## config.mk

```make
export PLATFORM = sky130hd
export DESIGN_NAME = bbm_chan_sel
export DESIGN_NICKNAME = d
export VERILOG_FILES = /design/src/rtl/bbm_chan_sel.sv
export SDC_FILE = /design/constraint.sdc
export NUM_CORES = 1
export LEC_CHECK = 0
export CELL_PAD_IN_SITES_DETAIL_PLACEMENT = 1
export CELL_PAD_IN_SITES_GLOBAL_PLACEMENT = 1
export CORE_MARGIN = 2
export CORE_UTILIZATION = 35
export DETAILED_ROUTE_END_ITERATION = 6
export DONT_BUFFER_PORTS = 1
export GPL_TIMING_DRIVEN = 0
export PLACE_DENSITY = 0.55
export SYNTH_ARGS = -nofsm -noshare
export SYNTH_HDL_FRONTEND = slang
export SYNTH_SLANG_ARGS = --single-unit
export TNS_END_PERCENT = 1
```

## constraint.sdc

```tcl
create_clock -name clk -period 2.3 [get_ports clk]
set_input_delay 0.345 -clock clk [delete_from_list [all_inputs] [get_ports clk]]
set_output_delay 0.345 -clock clk [all_outputs]
set_load 0.01 [all_outputs]
```

## src/rtl/bbm_chan_sel.sv

```systemverilog
module bbm_chan_sel #(
  parameter int AW          = 4,
  parameter bit STROBE_MODE = 1'b0,
  parameter int SKEW_CYC    = 2,
  parameter int BREAK_CYC   = 2
) (
  input  logic                 clk,
  input  logic                 rst_n,
  input  logic                 cs_n,
  input  logic                 stb,
  input  logic [AW-1:0]        addr,
  output logic [(1<<AW)-1:0]   sw_en,
  output logic                 com_en,
  output logic                 busy
);
  localparam int NCH  = 1 << AW;
  localparam int MAXC = (SKEW_CYC > BREAK_CYC) ? SKEW_CYC : BREAK_CYC;
  localparam int CW   = $clog2(MAXC + 1);

  typedef enum logic [1:0] {S_IDLE, S_SKEW, S_BREAK} st_t;

  logic [AW-1:0] a_s1, a_s2, tgt;
  logic          cs1, cs2, st1, st2, st3;
  logic [CW-1:0] cnt;
  st_t           st;

  always_ff @(posedge clk or negedge rst_n) begin
    if (!rst_n) begin
      a_s1 <= '0; a_s2 <= '0;
      cs1 <= 1'b1; cs2 <= 1'b1;
      st1 <= 1'b0; st2 <= 1'b0; st3 <= 1'b0;
    end else begin
      a_s1 <= addr; a_s2 <= a_s1;
      cs1 <= cs_n;  cs2 <= cs1;
      st1 <= stb;   st2 <= st1; st3 <= st2;
    end
  end

  wire differs  = (a_s2 != tgt);
  wire gate_ok  = STROBE_MODE ? (st2 & ~st3) : ~cs2;
  wire open_now = ~|sw_en;

  assign busy = com_en & open_now;

  always_ff @(posedge clk or negedge rst_n) begin
    if (!rst_n) begin
      tgt    <= '0;
      sw_en  <= '0;
      com_en <= 1'b0;
      st     <= S_IDLE;
      cnt    <= '0;
    end else if (!com_en) begin
      com_en <= 1'b1;
      sw_en  <= NCH'(1);
    end else if (STROBE_MODE) begin
      if (gate_ok && differs) begin
        tgt   <= a_s2;
        sw_en <= '0;
        st    <= S_BREAK;
        cnt   <= CW'(BREAK_CYC - 1);
      end else if (st == S_BREAK) begin
        if (cnt == '0) begin
          sw_en <= NCH'(1) << tgt;
          st    <= S_IDLE;
        end else cnt <= cnt - 1'b1;
      end
    end else begin
      case (st)
        S_SKEW: begin
          if (!gate_ok || cnt == '0) begin
            if (gate_ok && differs) begin
              tgt   <= a_s2;
              sw_en <= '0;
            end
            if ((gate_ok && differs) || open_now) begin
              st  <= S_BREAK;
              cnt <= CW'(BREAK_CYC - 1);
            end else st <= S_IDLE;
          end else cnt <= cnt - 1'b1;
        end
        default: begin
          if (gate_ok && differs) begin
            st  <= S_SKEW;
            cnt <= CW'(SKEW_CYC - 1);
          end else if (st == S_BREAK) begin
            if (cnt == '0) begin
              sw_en <= NCH'(1) << tgt;
              st    <= S_IDLE;
            end else cnt <= cnt - 1'b1;
          end
        end
      endcase
    end
  end

  logic [15:0] off_run;
  always_ff @(posedge clk or negedge rst_n) begin
    if (!rst_n) off_run <= '0;
    else if (com_en && open_now) off_run <= (off_run == 16'hFFFF) ? off_run : off_run + 1'b1;
    else off_run <= '0;
  end

  assert_one_hot_R10: assert property (@(posedge clk) disable iff (!rst_n) $onehot0(sw_en));

  assert_break_first_R2: assert property (@(posedge clk) disable iff (!rst_n)
    (|sw_en && sw_en != $past(sw_en)) |-> ($past(sw_en) == '0));

  assert_break_len_R3: assert property (@(posedge clk) disable iff (!rst_n)
    (com_en && $past(com_en) && |sw_en && $past(sw_en) == '0) |-> ($past(off_run) >= 16'(BREAK_CYC - 1)));

  assert_wake_ch0_R8: assert property (@(posedge clk) disable iff (!rst_n)
    $rose(com_en) |-> (sw_en == NCH'(1)));

  always @(negedge clk)
    if (!rst_n) assert_reset_off_R7: assert (sw_en == '0 && !com_en && !busy);
endmodule

```

======== Yosys cells after proc, flatten, opt, wreduce, memory -nomap -nowiden ========
Index checks and enable logic that the tools add are counted.
storage, ports and cells
  output and inout bits ................... 18
  logic and storage cells ................. 55
  flip-flop bits (word level) ............. 35
operators by class
  reductions and logical operators ........ 12
  shift operators ......................... 1
  eq/ne operators ......................... 11
  bitwise gates (word level) .............. 2
  multiplexer cells ....................... 19
  add/sub/neg operators ................... 1
operators by type and width
  cell                    number
  $mux W16                7
  $mux W2                 12
  $reduce_or A16 Y1       1
  $shl A1 B4 Y16 const A  1
  $reduce_and A4 Y1       3
  $ne A3 B1 Y1 const B    3
  $ne A3 B3 Y1 const B    3
  $reduce_bool A3 Y1      2
  $reduce_and A5 Y1       1
  $ne A4 B4 Y1            1
  $ne A3 B2 Y1 const B    1
  $eq A2 B1 Y1 const B    1
  $eq A2 B2 Y1 const B    1
  $logic_not A2 Y1        1
  $logic_or A1 B1 Y1      2
  $ne A2 B2 Y1 const B    1
  $sub A2 B1 Y2 const B   1
  $and A1 B1 Y1           1
  $logic_and A1 B1 Y1     1
  $logic_not A1 Y1        1
  $not A1 Y1              1

======== Depth between registers and ports, before layout ========
Gate-level depths: netlist of the first run.
  depth after elaboration ................. 6
  mapped depth ............................ 7
  mapped depth without buffers ............ 6

======== Least setup slack after synthesis of the first run ========
OpenSTA, ideal clock, no wires.
  path kind ............................... reg2reg
  start point ............................. reg cnt[0]
  end point ............................... reg sw_en[10]
  stages on the path, launching flop included .. 8
  data required time ...................... 2.179 ns
  arrival time ............................ 1.678 ns
  setup time .............................. 0.121 ns
  setup slack ............................. 0.501 ns
  cell sequence ........................... dfrtp_1 inv_1 ha_1 inv_1 or3_1 o221a_4 buf_8 a22o_1
between the ends
  longest elaborated chain between the ends .. 4
  elaborated cells on any way between the ends .. 5
  those cells by class .................... 2 x eq/ne; 3 x reduce/logical
ends and longest elaborated chain
  element                          RTL line  source
  start, declared                  24        logic [CW-1:0] cnt;
  start signal, assigned           60        cnt <= CW'(BREAK_CYC - 1);
  start signal, assigned           65        end else cnt <= cnt - 1'b1;
  start signal, assigned           77        cnt <= CW'(BREAK_CYC - 1);
  $logic_not A2 Y1 (*)             70, 86
  $logic_or A1 B1 Y1               70        if (!gate_ok || cnt == '0) begin
  $ne A3 B3 Y1 (no line)           --
  $reduce_and A5 Y1 (no line) (*)  --
  end signal, assigned             63        sw_en <= NCH'(1) << tgt;
  end signal, assigned             87        sw_en <= NCH'(1) << tgt;
  end, declared                    12        output logic [(1<<AW)-1:0] sw_en,
Mark *: on every way between the ends. The rest lies on a longest branch, timed or not.
A chain may end at the register's enable or synchronous reset.

======== Worst setup path in the final report of the first run ========
  start point ............................. reg cnt[0]
  end point ............................... reg sw_en[13]
Same word-level chain as after synthesis.

==> results.md, run 1 <==
- Status: finished, final reports clean
- DRT Pass-1 Iters: 4
- Setup-failing EPs final: 0
- Worst-path clk slew: around 0.07 ns
- DR iter-0 viols: between 40 and 50
- Die W: 71.4 um
- Core Region: between 4000 and 5000 um^2
- Period utilization: 0.873
- Syn Inst Count: ~120
- Setup crit end kind: flop
- CTS Root Cell: clkbuf_8
- Worst hold start: cs_n
- Synth-to-layout area growth: 11.5%
- Minimum clock period: around 2.0 ns
- Top-level port count: 26
- Fin. Hold Viols: 0
- Leak pwr: 0.759 nW
- WP data arrival: roughly 2.2 ns
- Worst Clk Skew: ~0.0083 ns
- GR peak layer: met2
- Vias/cell: 5.40
- Worst r2r src: cnt[0]
- Power per cell area: roughly 1000 nW/um^2
- Routed WL: about 3.1 mm
- Critical Path RT: 2.47 ns
- Dominant synthesized flop cell: dfrtp_1
- Die area: between 5000 and 6000 um^2
- WHS Endpoint: cs1
- Clock sink count: 35
- Yosys cell types: 38
- Worst-path maximum fanout: 10
- CP Launch Point: cnt[0]
- Vias in the first global route: between 1000 and 1500
- Final Instance Count excl. Fillers: 183
- Placed instance count: 173
- Initial Util: 0.365
- M2 GR Usage: 0.226
- Global-route wire length before repair: approximately 5.4 mm
- CTS max path bufs: 2
- FF-to-FF End: sw_en[13]
- Vias: around 990
- Number of diodes: 0
- Port Buffers: 0
- Hold Crit Class: input pin to flop
- Seq/Total Area, Yosys: 0.553
- Synth Register Bits: 35
- Kind of critical path: flop to flop
- Post-route setup slack: slightly below 0.3 ns
- TNS Setup: 0 ns
- Insertion delay to the later sink of the worst-skew pair: approximately 0.28 ns
- Pin count of the biggest net entering global routing: 36
- Drt wl/cell: about 17 um
- Max-Cap Viols: 0
- Overall Global Routing Usage: 0.138
- Clock buffer count from CTS: 5
- Max H-tree Level: 2
- GRT overflow: 0
- Flop-to-flop setup slack: a little under 0.3 ns
- Global routing usage on met1: 0.176
- Hold Crit Depth: 0
- Die span in y: 71.4 um
- Worst Reg-to-Reg Cells: 7
- Rows: 24
- Mapped Area: 1590 um^2
- DRC viols: 0
- CTS tree: done
- RSZ-0062 raised after global routing: false
- Layout cells sized above 1: 0.191
- Postcts setup bufs: 0
- Mean area per synthesized cell: approximately 13 um^2
- Nets: 139
- Initial antenna violation count: 0
- Post-synth ARST share: 1.00
- Nature of the critical path startpoint: flop
- Placement Setup Slack: ~0.12 ns
- GP Congestion: about 0.71
- Max Fclk: 0.498 GHz
- Number of nets with antenna violations after routing: 0
- Syn. warnings: 0
- Met3 Use GR: 0.0506
- Max-slew violations: 0
- DP Wirelength: between 2 and 2.5 mm
- IR drop worst, VDD: 0.000443 V
- EDFF count, synth: 0
- Syn Nets: 130
## worst max-delay path: stages, from the launching register on
cell and delay (ns):
dfrtp_1 0.36, inv_1 0.09, ha_1 0.25, nor2b_1 0.26, nand2_1 0.22, o221a_4 0.35
buf_8 0.15, a22o_1 0.22
## sequential cells by signal, indices dropped and copies added (netlist names)
name and count:
a_s1 4, cs2 1, cs1 1, tgt 4
sw_en 16, cnt 2, a_s2 4, com_en 1
st 2
## cells in the final DEF (no fill, tap or decap), types with 2 or more instances in the layout
cell type,Yosys,layout
a211o_1,2,2
a211oi_1,2,2
a21oi_1,3,3
a22o_1,11,11
clkbuf_1,1,3
clkbuf_8,0,5
dfrtp_1,33,33
dfstp_2,2,2
inv_1,6,6
mux2_1,4,4
mux2i_1,2,2
nand2_1,8,8
nand2b_1,2,2
nor2_1,8,8
nor2b_1,4,4
nor4_1,5,4
nor4_2,1,2
o2bb2ai_1,3,3
or3_1,2,2
xnor2_2,2,2
xnor2_4,2,2
## cells in the mapped netlist, drive strengths merged, types with 2 or more instances
master	number	share of area
a211oi	2	0.0095
o2bb2ai	3	0.017
nor4	6	0.028
a211o	2	0.011
dfstp	2	0.033
nor2b	4	0.016
inv	6	0.014
nor2	8	0.019
a22o	11	0.061
nand2	8	0.019
mux2	4	0.028
a32o	2	0.013
or3	2	0.0079
a21oi	3	0.0095
mux2i	2	0.013
nand2b	2	0.0079
xnor2	4	0.055
buf	3	0.021
dfrtp	33	0.52
## cell type report
cell class | count | area [um^2]
fill | 457 | 2580
sequential | 35 | 878
multi-input combinational | 76 | 656
clock buffer | 7 | 76.3
tap | 52 | 65.1
buffer | 4 | 37.5
timing repair buffer | 2 | 30.0
inverter | 6 | 22.5
clock inverter | 1 | 5.00
## layer usage
metal  vias to the layer above  wire length, um
li1                        464                -
met1                       501             1420
met2                        22             1550
met3                         2              134
met4                         0               17
met5                         -                0
## timing repair
action,CTS,global route
resized for setup,0,1
endpoints found under the hold margin,35,0
endpoints found under the setup margin,0,4
hold buffers,2,0
## per-stage QoR
step | total power [mW] | util | instance area [um^2] | hold slack [ns]
6_report | 1.84 | 0.407 | 1770 | 0.0655
5_1_grt | 1.98 | 0.407 | 1770 | 0.0426
4_1_cts | 1.87 | 0.405 | 1760 | 0.0520
3_5_place_dp | 1.43 | 0.380 | 1650 | 0.0504
3_3_place_gp | 1.41 | 0.380 | 1650 | 0.0502
2_1_floorplan | 1.29 | - | 1590 | 0.0494
## worst max-delay path by stage
stage | to | slack, ns | depth (start not counted)
floorplan | sw_en[10] | 0.50 | 7
global placement | sw_en[11] | 0.24 | 6
detailed placement | sw_en[11] | 0.12 | 6
CTS | sw_en[11] | 0.10 | 6
global route | sw_en[10] | 0.10 | 7
finish | sw_en[13] | 0.29 | 7
## power breakdown
part           total (mW)  internal [mW]  leakage, nW  switching [mW]
Sequential          0.793          0.699        0.442          0.0940
Combinational       0.635          0.273        0.275           0.361
Clock               0.416          0.212       0.0422           0.203
## kinds of logic (layout without fill, tap and decap cells)
| logic type | Yosys count | count (layout) | share of synthesized area |
|---|---|---|---|
| AOI/OAI and AO/OA | 29 | 29 | 0.170 |
| xor gates and xnor gates | 4 | 4 | 0.0552 |
| adders and majority gates | 1 | 1 | 0.00788 |
| buffers and inverters | 10 | 20 | 0.0378 |
| DFF | 35 | 35 | 0.553 |
| muxes | 6 | 6 | 0.0410 |
| other | 1 | 1 | 0.00236 |
| and+or+nand+nor | 35 | 35 | 0.132 |
Note: power is estimated with default switching activity, not from simulation.
==> run 2: changes to the inputs <==
--- a/config.mk
+++ b/config.mk
@@ -13,6 +13,7 @@
 export DONT_BUFFER_PORTS = 1
 export GPL_TIMING_DRIVEN = 0
 export PLACE_DENSITY = 0.55
+export RECOVER_POWER = 50
 export SYNTH_ARGS = -nofsm -noshare
 export SYNTH_HDL_FRONTEND = slang
 export SYNTH_SLANG_ARGS = --single-unit
==> constraint.sdc (replaced) <==
create_clock -name clk -period 2.5 [get_ports clk]
set_input_delay 0.375 -clock clk [delete_from_list [all_inputs] [get_ports clk]]
set_output_delay 0.375 -clock clk [all_outputs]
set_load 0.01 [all_outputs]
==> results.md, run 2 (synthesized netlist as in run 1, its figures left out) <==
- Status: finished with violations
- Failing checks: max-capacitance violations
- Max H-tree Level: 2 (unchanged)
- Die area: 5090 um^2 (unchanged)
- CP max stage delay: 0.67 ns (+0.31 ns)
- Setup-failing EPs final: 0 (unchanged)
- Routed WL: 3.13 mm (+0.58%)
- Max-slew violations: 0 (unchanged)
- Max Fclk: 0.463 GHz (-6.9%)
- Clock power frac: 0.226 (about the same)
- Internal Power: 1.09 mW (-8.2%)
- Worst-path maximum fanout: 6 (-4)
- RSZ-0062 raised after global routing: false
- Crit-path leading delay family: simple AND/OR/NAND/NOR gates
- CP bufs+invs: 1 (-1)
- Most frequent cells in the layout: 33 x dfrtp_1, 11 x a22o_1, 8 x nor2_1, 8 x nand2_1, 6 x inv_1
- TNS Setup: 0 ns (unchanged)
- CP max-delay cell: nor4_1
- Seq pwr share: 0.431 (about the same)
- Largest reg by FF count: sw_en
- Synth-to-layout area growth: 10.6%
- Top-level port count: 26 (unchanged)
- IR drop worst, VDD: 0.000408 V (-8.0%)
- Worst path depth: 6 (-1)
- Largest register FFs: 16 (unchanged)
- DRC viols: 0 (unchanged)
- Die W: 71.4 um (unchanged)
- Drt wl/cell: 17.1 um (+0.58%)
- Period utilization: 0.863 (-0.0100)
- Vias/cell: 5.38 (-0.40%)
- GRT overflow: 0 (unchanged)
- Layout cells sized above 1: 0.176 (-0.0153)
- GP Congestion: 0.707 (unchanged)
- Die span in y: 71.4 um (unchanged)
- Port Buffers: 0 (unchanged)
- Minimum clock period: 2.16 ns (+0.150 ns)
- Hold Crit Class: input pin to flop
- Post-route setup slack: 0.342 ns (+0.0504 ns)
- Setup crit end: sw_en[11]
- NetSw: 603 uW (-8.4%)
- Initial antenna violation count: 0 (unchanged)
- Leak pwr: 0.762 nW (+0.46%)
- Worst Clk Skew: 0.00845 ns (+0.000113 ns)
- CTS max path bufs: 2 (unchanged)
- Worst-path clk slew: 0.07 ns (about the same)
- Overall Global Routing Usage: 0.138 (unchanged)
- Clock sink count: 35 (unchanged)
- Vias in the first global route: 1076 (unchanged)
- CP Launch Point: cnt[0]
- Logic gate share of total power: 0.342 (-0.002)
- DP Wirelength: 2.33 mm (unchanged)
- Nets: 139 (unchanged)
- Slew @ Worst Pin: 1.50 ns
- Crit-path cells: inv_1, ha_1, nor2b_1, nand2_1, nor4_1, a32o_1
- Switch share: 0.357 (-0.000445)
- Vias: 985 (-0.40%)
- Flop-to-flop setup slack: 0.34 ns (+0.05 ns)
- Pin count of the biggest net entering global routing: 36 (unchanged)
- Smallest hold slack: 0.0948 ns (+0.0293 ns)
- Global-route wire length before repair: 5.41 mm (unchanged)
- Relative slew margins: 0.00175
- DRT Pass-1 Iters: 4 (unchanged)
- Worst Reg-to-Reg Cells: 6 (-1)
- CTS Root Cell: clkbuf_8
- Number of diodes: 0 (unchanged)
- FF-to-FF End: sw_en[11]
- WP data arrival: 2.37 ns (+0.19 ns)
- Number of nets with antenna violations after routing: 0 (unchanged)
- Commonest non-fill, non-tap cell in the layout: dfrtp_1
- Fillers: 460 (+0.66%)
- Setup crit end kind: flop
- DR iter-0 viols: 52 (+8.3%)
- Max-Cap Viols: 1 (+1)
- Initial Util: 0.365 (unchanged)
- Placement Setup Slack: 0.319 ns (+0.200 ns)
- Fin. Hold Viols: 0 (unchanged)
- Core Region: 4350 um^2 (unchanged)
- Insertion delay to the later sink of the worst-skew pair: 0.28 ns (about the same)
- Clock buffer count from CTS: 5 (unchanged)
- CTS tree: done
- Power per cell area: 963 nW/um^2 (-7.5%)
- Nature of the critical path startpoint: flop
- Kind of critical path: flop to flop
- Rows: 24 (unchanged)
- Critical Path RT: 2.72 ns (+0.25 ns)
- Worst r2r src: cnt[0]
==> run 2: metal layers <==
metal / global-route usage / wire length (um)
met1: 0.176 / 1420
met2: 0.226 / 1550
met3: 0.0506 / 148
met4: 0.0314 / 17
met5: 0 / 0
==> run 2: repair_timing <==
| action | CTS | global route |
|---|---|---|
| hold buffers | 2 | 0 |
| buffers inserted | 0 | 0 |
| gates resized for setup | 0 | 0 |
| hold endpoints to repair | 35 | 0 |
| endpoints found under the setup margin | 0 | 0 |
==> run 2: worst min-delay path by stage <==
stage | start | to | slack, ns | cells after the start
after detailed placement | rst_n | sw_en[6] | 0.08 | 0
after global placement | rst_n | sw_en[6] | 0.08 | 0
after global routing | cs_n | cs1 | 0.07 | 0
after CTS | cs_n | cs1 | 0.08 | 0
after floorplan | rst_n | a_s1[0] | 0.08 | 0
final | cs_n | cs1 | 0.09 | 0
==> run 2: layout make-up <==
class	count	area, um^2	share of cell area
Multi-Input combinational cell	76	649	0.370
Tap cell	52	65.1	0.0370
Timing Repair Buffer	2	22.5	0.0128
Inverter	6	22.5	0.0128
Clock buffer	7	76.3	0.0434
Clock inverter	1	5.00	0.00285
Sequential cell	35	878	0.500
Buffer	4	37.5	0.0214
==> run 2: power by group through the flow <==
stage	Clock, mW	Sequential, mW	Combinational, mW
after floorplan	0	0.716	0.473
after global placement	0	0.734	0.562
after detailed placement	0	0.739	0.578
after CTS	0.399	0.729	0.596
after global routing	0.422	0.743	0.651
final	0.383	0.729	0.579
==> run 2: through the flow <==
step	power [mW]	area, um^2	util	instances
after CTS	1.72	1760	0.405	183
after floorplan	1.19	1590	-	121
after global routing	1.82	1760	0.403	183
final	1.69	1760	0.403	183
after global placement	1.30	1650	0.380	173
after detailed placement	1.32	1650	0.380	173
==> run 3: changes to the inputs <==
--- a/config.mk
+++ b/config.mk
@@ -13,7 +13,6 @@
 export DONT_BUFFER_PORTS = 1
 export GPL_TIMING_DRIVEN = 0
 export PLACE_DENSITY = 0.55
-export RECOVER_POWER = 50
 export SYNTH_ARGS = -nofsm -noshare
 export SYNTH_HDL_FRONTEND = slang
 export SYNTH_SLANG_ARGS = --single-unit
==> results.md, run 3 (synthesized netlist as in run 1, its figures left out) <==
- TNS Setup: 0 ns (unchanged)
- DR iter-0 viols: 52 (unchanged)
- Worst-path clk slew: 0.07 ns (about the same)
- Pin count of the biggest net entering global routing: 36 (unchanged)
- Worst-path maximum fanout: 6 (unchanged)
- Worst Clk Skew: 0.00843 ns (-0.0000268 ns)
- Most frequent cells in the layout: 33 x dfrtp_1, 11 x a22o_1, 8 x nor2_1, 8 x nand2_1, 6 x inv_1
- Max-slew violations: 0 (unchanged)
- Commonest non-fill, non-tap cell in the layout: dfrtp_1
- Critical Path RT: 2.72 ns (about the same)
- Vias/cell: 5.38 (unchanged)
- Relative slew margins: 0.497 (+0.495)
- Crit-path cells: inv_1, ha_1, nor2b_1, nand2_1, nor4_1, a32o_1
- Routed WL: 3.13 mm (about the same)
- Multi-input logic area: 649 um^2 (unchanged)
- NetSw: 604 uW (about the same)
- Die W: 71.4 um (unchanged)
- Vias in the first global route: 1076 (unchanged)
- Largest register FFs: 16 (unchanged)
- Clock sink count: 35 (unchanged)
- Number of diodes: 0 (unchanged)
- Rows: 24 (unchanged)
- Top-level port count: 26 (unchanged)
- DRT Pass-1 Iters: 4 (unchanged)
- RSZ-0062 raised after global routing: false
- Initial Util: 0.365 (unchanged)
- Kind of critical path: flop to flop
- CP max-delay cell: nor4_1
- Storage element area: 878 um^2 (unchanged)
- Leak pwr: 0.759 nW (-0.48%)
- CTS tree: done
- Clock power frac: 0.226 (about the same)
- Max-Cap Viols: 0 (-1)
- Nature of the critical path startpoint: flop
- Vias: 985 (unchanged)
- Drt wl/cell: 17.1 um (about the same)
- Setup-failing EPs final: 0 (unchanged)
- Internal Power: 1.09 mW (+0.18%)
- Final core occ: 0.405 (+0.00172)
- Status: finished, final reports clean
- IR drop worst, VDD: 0.000408 V (about the same)
- DP Wirelength: 2.33 mm (unchanged)
- Core Region: 4350 um^2 (unchanged)
- Max Fclk: 0.463 GHz (unchanged)
- Minimum clock period: 2.16 ns (unchanged)
- Power per cell area: 960 nW/um^2 (-0.28%)
- GRT overflow: 0 (unchanged)
- Max H-tree Level: 2 (unchanged)
- Logic gate share of total power: 0.343 (about the same)
- Die area: 5090 um^2 (unchanged)
- Setup crit end kind: flop
- Slew @ Worst Pin: 0.748 ns (-0.749 ns)
- Worst hold start: cs_n
- Global-route wire length before repair: 5.41 mm (unchanged)
- Number of nets with antenna violations after routing: 0 (unchanged)
- CP max stage delay: 0.67 ns (about the same)
- Port Buffers: 0 (unchanged)
- Largest reg by FF count: sw_en
- Layout cells sized above 1: 0.183 (+0.00763)
- Hold Crit Class: input pin to flop
- CP Launch Point: cnt[0]
- Die span in y: 71.4 um (unchanged)
- WP data arrival: 2.37 ns (about the same)
- Seq pwr share: 0.431 (about the same)
- Crit-path leading delay family: simple AND/OR/NAND/NOR gates
- CTS Root Cell: clkbuf_8
- Synth-to-layout area growth: 11.1%
- GP Congestion: 0.707 (unchanged)
- CTS max path bufs: 2 (unchanged)
- Insertion delay to the later sink of the worst-skew pair: 0.28 ns (about the same)
- Clock buffer count from CTS: 5 (unchanged)
- Overall Global Routing Usage: 0.138 (unchanged)
- Fillers: 458 (-0.43%)
- CP bufs+invs: 1 (unchanged)
- Worst r2r src: cnt[0]
- Nets: 139 (unchanged)
- Switch share: 0.357 (about the same)
- Period utilization: 0.863 (unchanged)
- Placed instance count: 173 (unchanged)
- Final Instance Count excl. Fillers: 183 (unchanged)
- Fin. Hold Viols: 0 (unchanged)
- DRC viols: 0 (unchanged)
- Initial antenna violation count: 0 (unchanged)
run 3: cell types whose count changed in the layout (fill, tap and decap cells not counted), sizes merged:
cell | previous run | this run
buf | 3 | 4
dlymetal6s4s | 1 | 0
run 3: area by class of cell:
| cell class | count | share of cell area |
|---|---|---|
| inverters | 6 | 0.0128 |
| flip-flops and latches | 35 | 0.498 |
| multi-input cells | 76 | 0.368 |
| clock inverters | 1 | 0.00284 |
| clock buffers | 7 | 0.0433 |
| well taps | 52 | 0.0369 |
| repair buffers | 2 | 0.0170 |
| plain buffers | 4 | 0.0213 |
run 3: final timing paths:
kind                       cells past startpoint         to  slack [ns]
min in group asynchronous                      2   sw_en[9]        0.54
hold / removal                                 0        cs1        0.09
max in group asynchronous                      2        cs2        1.70
setup reg to reg                               6  sw_en[11]        0.34
hold reg to reg                                0    a_s2[0]        0.35
setup / recovery                               6  sw_en[11]        0.34
run 3: power by group through the flow:
stage	clock (mW)	combinational (mW)	sequential, mW
2_1_floorplan	0	0.473	0.716
3_3_place_gp	0	0.562	0.734
5_1_grt	0.422	0.653	0.743
4_1_cts	0.399	0.596	0.729
6_report	0.383	0.582	0.729
3_5_place_dp	0	0.578	0.739
run 3: metal layers:
layer	vias to the layer above	GRT usage	part of all wire	wire length [um]
met1	496	0.176	0.45	1420
met4	0	0.0314	0.0054	17
met2	25	0.226	0.49	1550
met3	2	0.0506	0.047	148
li1	462	-	-	-
met5	-	0	0	0
run 3: timing repair:
item,in CTS,in global routing
gates resized for setup,0,0
hold buffers,2,0
setup buffers,0,0
endpoints found under the hold margin,35,0
run 3: through the flow:
step	hold slack (ns)	cell area (um^2)	total power, mW	setup WS [ns]
2_1_floorplan	0.0794	1590	1.19	0.701
3_3_place_gp	0.0802	1650	1.30	0.442
3_5_place_dp	0.0804	1650	1.32	0.319
4_1_cts	0.0820	1760	1.72	0.304
5_1_grt	0.0726	1760	1.82	0.0965
6_report	0.0948	1760	1.69	0.342
